`config.mk`:
```
export PLATFORM = sky130hd
export DESIGN_NAME = alu_unit
export DESIGN_NICKNAME = d
export VERILOG_FILES = /design/src/rtl/alu_pkg.sv /design/src/rtl/alu_ctrl.sv /design/src/rtl/alu_datapath.sv /design/src/rtl/alu_unit.sv
export SDC_FILE = /design/constraint.sdc
export NUM_CORES = 1
export LEC_CHECK = 0
export BUFFER_PORTS_ARGS = -buffer_cell sky130_fd_sc_hd__buf_4
export CAP_MARGIN = 0
export CELL_PAD_IN_SITES_DETAIL_PLACEMENT = 1
export CELL_PAD_IN_SITES_GLOBAL_PLACEMENT = 1
export CORE_ASPECT_RATIO = 0.6
export CORE_MARGIN = 2
export CORE_UTILIZATION = 43
export DETAILED_ROUTE_END_ITERATION = 10
export PLACE_DENSITY_LB_ADDON = 0.25
export SLEW_MARGIN = 0
export SYNTH_ARGS = -nofsm -noshare
export SYNTH_HDL_FRONTEND = slang
export SYNTH_HIERARCHICAL = 1
export SYNTH_SLANG_ARGS = --single-unit
```
`constraint.sdc`:
```
create_clock -name clk -period 0.8 [get_ports clk]
set_clock_uncertainty 0.05 [all_clocks]
set_input_delay 0.04 -clock clk [delete_from_list [all_inputs] [get_ports clk]]
set_output_delay 0.04 -clock clk [all_outputs]
set_load 0.05 [all_outputs]
```
`src/rtl/alu_pkg.sv`:
```
package alu_pkg;

  localparam int FUNC_W = 3;
  localparam int OPC_W  = 2;

  typedef enum logic [2:0] {
    OP_ADD  = 3'd0,
    OP_SUB  = 3'd1,
    OP_AND  = 3'd2,
    OP_XOR  = 3'd3,
    OP_SHL  = 3'd4,
    OP_SHR  = 3'd5,
    OP_ZERO = 3'd6
  } aluOp_e;

  typedef struct packed {
    aluOp_e op;
    logic   useFunc;
    logic   illegal;
  } aluCtrl_t;

endpackage

```
`src/rtl/alu_ctrl.sv`:
```
module alu_ctrl
  import alu_pkg::*;
(
  input  logic [OPC_W-1:0]  opCode,
  input  logic [FUNC_W-1:0] funcField,
  output aluCtrl_t          ctrl
);

  aluOp_e funcOp;
  logic   funcBad;

  // Decode of the instruction function field
  always_comb begin
    funcBad = 1'b0;
    case (funcField)
      3'd0:    funcOp = OP_ADD;
      3'd1:    funcOp = OP_SUB;
      3'd2:    funcOp = OP_AND;
      3'd3:    funcOp = OP_XOR;
      3'd4:    funcOp = OP_SHL;
      3'd5:    funcOp = OP_SHR;
      default: begin
        funcOp  = OP_ZERO;
        funcBad = 1'b1;
      end
    endcase
  end

  // The controller code either forces an operation or defers to the instruction
  always_comb begin
    ctrl = '{op: OP_ADD, useFunc: 1'b0, illegal: 1'b0};
    case (opCode)
      2'b00: ctrl.op = OP_ADD;
      2'b01: ctrl.op = OP_SUB;
      2'b10: ctrl.op = OP_AND;
      default: begin
        ctrl.op      = funcOp;
        ctrl.useFunc = 1'b1;
        ctrl.illegal = funcBad;
      end
    endcase
  end

  // forcing codes never report an illegal function
  always_comb begin
    if (opCode != 2'b11) begin
      a_r6_forced_never_illegal: assert (!ctrl.illegal && !ctrl.useFunc);
    end
  end

endmodule

```
`src/rtl/alu_datapath.sv`:
```
module alu_datapath
  import alu_pkg::*;
#(
  parameter int WIDTH = 16
) (
  input  logic             clk,
  input  logic             rst_n,
  input  logic [WIDTH-1:0] opA,
  input  logic [WIDTH-1:0] opB,
  input  aluCtrl_t         ctrl,
  input  logic             branchSel,
  output logic [WIDTH-1:0] result,
  output logic             zeroFlag,
  output logic             negFlag,
  output logic             branchHit,
  output logic             illegalFunc
);

  localparam int SHW = (WIDTH > 1) ? $clog2(WIDTH) : 1;

  logic [WIDTH-1:0] nextRes;
  logic [SHW-1:0]   shAmt;
  logic             nextZero;
  logic             nextNeg;
  logic             armed;

  assign shAmt = opB[SHW-1:0];

  always_comb begin
    case (ctrl.op)
      OP_ADD:  nextRes = opA + opB;
      OP_SUB:  nextRes = opA - opB;
      OP_AND:  nextRes = opA & opB;
      OP_XOR:  nextRes = opA ^ opB;
      OP_SHL:  nextRes = opA << shAmt;
      OP_SHR:  nextRes = opA >> shAmt;
      default: nextRes = '0;
    endcase
  end

  assign nextZero = (nextRes == '0);
  assign nextNeg  = nextRes[WIDTH-1];

  always_ff @(posedge clk or negedge rst_n) begin
    if (!rst_n) begin
      result      <= '0;
      zeroFlag    <= 1'b0;
      negFlag     <= 1'b0;
      branchHit   <= 1'b0;
      illegalFunc <= 1'b0;
      armed       <= 1'b0;
    end else begin
      result      <= nextRes;
      zeroFlag    <= nextZero;
      negFlag     <= nextNeg;
      branchHit   <= branchSel ? nextZero : nextNeg;
      illegalFunc <= ctrl.illegal;
      armed       <= 1'b1;
    end
  end

  a_r7_neg_is_msb: assert property (@(posedge clk) disable iff (!rst_n)
    armed |-> (negFlag == result[WIDTH-1]));

  a_r8_zero_matches: assert property (@(posedge clk) disable iff (!rst_n)
    armed |-> (zeroFlag == (result == '0)));

  a_r9_branch_pick: assert property (@(posedge clk) disable iff (!rst_n)
    armed |-> (branchHit == ($past(branchSel) ? zeroFlag : negFlag)));

  a_r6_illegal_gives_zero: assert property (@(posedge clk) disable iff (!rst_n)
    illegalFunc |-> (result == '0 && zeroFlag));

endmodule

```
`src/rtl/alu_unit.sv`:
```
module alu_unit
  import alu_pkg::*;
#(
  parameter int WIDTH = 16
) (
  input  logic              clk,
  input  logic              rst_n,
  input  logic [WIDTH-1:0]  opA,
  input  logic [WIDTH-1:0]  opB,
  input  logic [OPC_W-1:0]  opCode,
  input  logic [FUNC_W-1:0] funcField,
  input  logic              branchSel,
  output logic [WIDTH-1:0]  result,
  output logic              zeroFlag,
  output logic              negFlag,
  output logic              branchHit,
  output logic              illegalFunc
);

  aluCtrl_t ctrlBus;
  logic     topArmed;

  alu_ctrl u_ctrl (
    .opCode    (opCode),
    .funcField (funcField),
    .ctrl      (ctrlBus)
  );

  alu_datapath #(.WIDTH(WIDTH)) u_dp (
    .clk         (clk),
    .rst_n       (rst_n),
    .opA         (opA),
    .opB         (opB),
    .ctrl        (ctrlBus),
    .branchSel   (branchSel),
    .result      (result),
    .zeroFlag    (zeroFlag),
    .negFlag     (negFlag),
    .branchHit   (branchHit),
    .illegalFunc (illegalFunc)
  );

  always_ff @(posedge clk or negedge rst_n) begin
    if (!rst_n) topArmed <= 1'b0;
    else        topArmed <= 1'b1;
  end

  a_r1_forced_add: assert property (@(posedge clk) disable iff (!rst_n)
    (topArmed && $past(opCode) == 2'b00) |->
      (result == WIDTH'($past(opA) + $past(opB)) && !illegalFunc));

  a_r10_reset_clear: assert property (@(posedge clk)
    !rst_n |-> (result == '0 && !zeroFlag && !negFlag && !branchHit && !illegalFunc));

endmodule

```
==> out/metrics.yaml, run 1 <==
status:
  status: "stopped before the end"
  stop_stage: "clock tree synthesis"
  firstError: "[ERROR DPL-0033] detailed placement checks failed during check placement."
place:
  portBuffers: 59
  place.gp.congestion: 1.001
  dp_hpwl_um: 16940
clocking:
  post_cts_buffers: 15
  cts_hold_buf: 2
  clock_path_buffers: 2
  cts_buffers: 3
  cts_sinks: 19
  root_buffer: "clkbuf_16"
  htree_num_levels: 1
  post_cts_resize_count: 112
die:
  die_w_um: 123.3
  start_util_pct: 43.78
  placementRows: 26
  fp.dieH_um: 75.61
  ios: 60
yosys:
  syn_inst: 466
  synth_area_mm2: 0.003675
  synth_fp_nets: 540
  synth_area_per_cell_um2: 7.886
  yosys_warnings: 6
## per-stage QoR
step                area, um2  std cells  setup slack (ns)  hold WS, ns
detailed placement       5433        769            -3.466      -0.1290
global placement         5433        769            -2.837      -0.1365
floorplan                3821        466            -2.690      -0.3056
==> run 2, diff against run 1 <==
- CELL_PAD_IN_SITES_DETAIL_PLACEMENT: 1 -> unset
- CELL_PAD_IN_SITES_GLOBAL_PLACEMENT: 1 -> unset
- CORE_ASPECT_RATIO: 0.6 -> unset
- CORE_UTILIZATION: 43 -> 30
- PLACE_DENSITY_LB_ADDON: 0.25 -> 0.15
==> out/metrics.yaml, run 2 <==
routing:
  vias_per_cell: 5.492
  drt_iter0_markers: 356
  wl_um: 15170
  routedWlPerCell_um: 18.25
  drc_errors: 0
  route.vias.total: 4564
  drt.antenna.violating_nets: 0
  drtPass1Iterations: 5
setup_path:
  crit_slowest_cell: "or4_4"
  crit_start: "funcField[2]"
  critical_path_class: "in2reg"
  critPathLaunchType: "primary input"
  cp_max_fo: 4
  cpPeakStageDelay_ns: 0.49
  crit_path_end_kind: "flop"
  crit_path_end: "u_dp/branchHit$_DFF_PN0_"
  crit_required_ns: 0.92
  critPathArrivalTime_ns: 3.39
  cpMostUsedCell: "o21ai_1"
  path_cells: "buf_6 -> a21bo_1 -> a21boi_4 -> and2_4 -> nor2_4 -> xnor2_2 -> ha_1 -> o211ai_2 -> a21oi_4 -> o31ai_4 -> a21boi_2 -> o21ai_1 -> a21oi_2 -> or4_4 -> or4_1 -> o21ai_1"
yosys:
  synth_area_mm2: 0.003675  # unchanged
  synth_fp_nets: 540  # unchanged
  yosys_warnings: 6  # unchanged
  syn_inst: 466  # unchanged
  synth_area_per_cell_um2: 7.886  # unchanged
layout:
  top_register: "u_dp/result"
  fin_nets: 759
  final_cells: 831
  final_common_cell: "buf_4"
  diodes: 0
  largest_reg_flops: 15
  syn_to_final_growth_pct: 70.89
  final_cell_mix: "buf_4, buf_6, nor2_1"
  drive_gt1_share_pct: 50.44
sta:
  hold_viol: 0
  period_share_pct: 409.6
  rsz0062_at_grt: "yes"
  max_freq_mhz: 305.2
  setup_violations: 38
  worst_slew_margin_rel_pct: 67.16
  holdWs_ns: 0.008783
  setup_ws_ns: -2.477
  period_minus_slack_ns: 3.277
  final_max_slew_viol_count: 0
  worstMarginPinSlew_ns: 0.4925
die:
  placementRows: 40  # was 26
  core-area_mm2: 0.01196
  start_util_pct: 30.72  # was 43.78%
  die-area_mm2: 0.01315
  die_w_um: 114.7  # was 123.3 um
  fp.dieH_um: 114.7  # was 75.61 um
  ios: 60  # unchanged
grt:
  grt_pass1_vias: 4494
  grt_usage_pct: 22.78
  grt_start_max_net_pins: 47
  grt_pass1_wl_um: 23580
  antenna_found_initial: 0
  grt_remaining_overflow: 0
status:
  status: "finished with violations"  # was stopped before the end
  violations: "setup timing"
run:
  maxCapViolCount: 0
place:
  dp_cells: 794  # was 769
  place.gp.congestion: 1.020  # was 1.001
  portBuffers: 59  # unchanged
  dp_hpwl_um: 11680  # was 16,940 um
  pre_cts_slack_ns: -2.941  # was -3.466 ns
clocking:
  cts_tree: "yes"
  cts_buffers: 3  # unchanged
  clock_path_buffers: 2  # unchanged
  root_buffer: "clkbuf_16"  # unchanged
  clkTransAtPathRegs_ns: 0.05
  htree_num_levels: 1  # unchanged
  cts_sinks: 19  # unchanged
pwr:
  max-vdd-ir-drop_mv: 0.6519
  power_mw: 9.044
  p_leak_nw: 2.909
  power_density_mw_per_mm2: 1440
hold_path:
  hold_class: "in2reg"
-- run 2: final cells by class --
class | count | area, um2
Fill cell | 1127 | 5682
Timing Repair Buffer | 243 | 2031
Clock buffer | 4 | 78.83
Sequential cell | 19 | 476.7
Multi-Input combinational cell | 405 | 3461
Tap cell | 147 | 183.9
Inverter | 13 | 48.80
-- run 2: worst min path at each step --
stage / endpoint / slack (ns) / cells after the start / start
finish: u_dp/branchHit$_DFF_PN0_ / 0.009 / 4 / branchSel
global placement: u_dp/illegalFunc$_DFF_PN0_ / -0.14 / 1 / rst_n
detailed placement: u_dp/result[1]$_DFF_PN0_ / -0.13 / 1 / rst_n
floorplan: u_dp/branchHit$_DFF_PN0_ / -0.31 / 0 / rst_n
global route: u_dp/branchHit$_DFF_PN0_ / 0.03 / 4 / branchSel
CTS: u_dp/branchHit$_DFF_PN0_ / 0.001 / 4 / branchSel
-- run 2: power by group --
group | internal, mW | switching [mW] | total, mW
clock | 0.676 | 0.312 | 0.988
sequential | 1.18 | 0.0976 | 1.27
combinational | 3.26 | 3.52 | 6.78
total | 5.11 | 3.93 | 9.04
-- run 2: metrics by stage --
stage	area [um2]	utilization, %	TNS, ns
floorplan	3821	-	-31.79
global placement	5364	44.84	-39.26
detailed placement	5364	44.84	-39.55
CTS	6042	50.51	-33.06
global route	6280	52.50	-35.58
finish	6280	52.50	-33.19
-- run 2: per-layer routing --
metal  GRT usage (%)  up-vias  wire, um
met4           4.715        0       213
met1           31.44     2176      6622
met3           1.271       20      1008
met5               0        -         0
li1                -     2173         -
met2           39.29      195      7320
-- run 2: critical path: cells and delay by family --
kind / cells / cell delay, ns
buffers and inverters: 1 / 0.09
AO/OA/AOI/OAI: 9 / 1.55
AND/OR/NAND/NOR: 4 / 1.24
adder cells (fa/ha/maj): 1 / 0.34
XOR/XNOR: 1 / 0.13
-- run 2: timing repair --
| item | 4_1_cts | 5_1_grt |
|---|---|---|
| setup endpoints to repair | 38 | 38 |
| pin swaps | 47 | 24 |
| hold buffers | 2 | 0 |
| resized for setup | 99 | 30 |
| setup buffers | 18 | 20 |
| gates cloned | 1 | 0 |
| hold endpoints to repair | 20 | 0 |
Power figures use the tool's default switching activity.
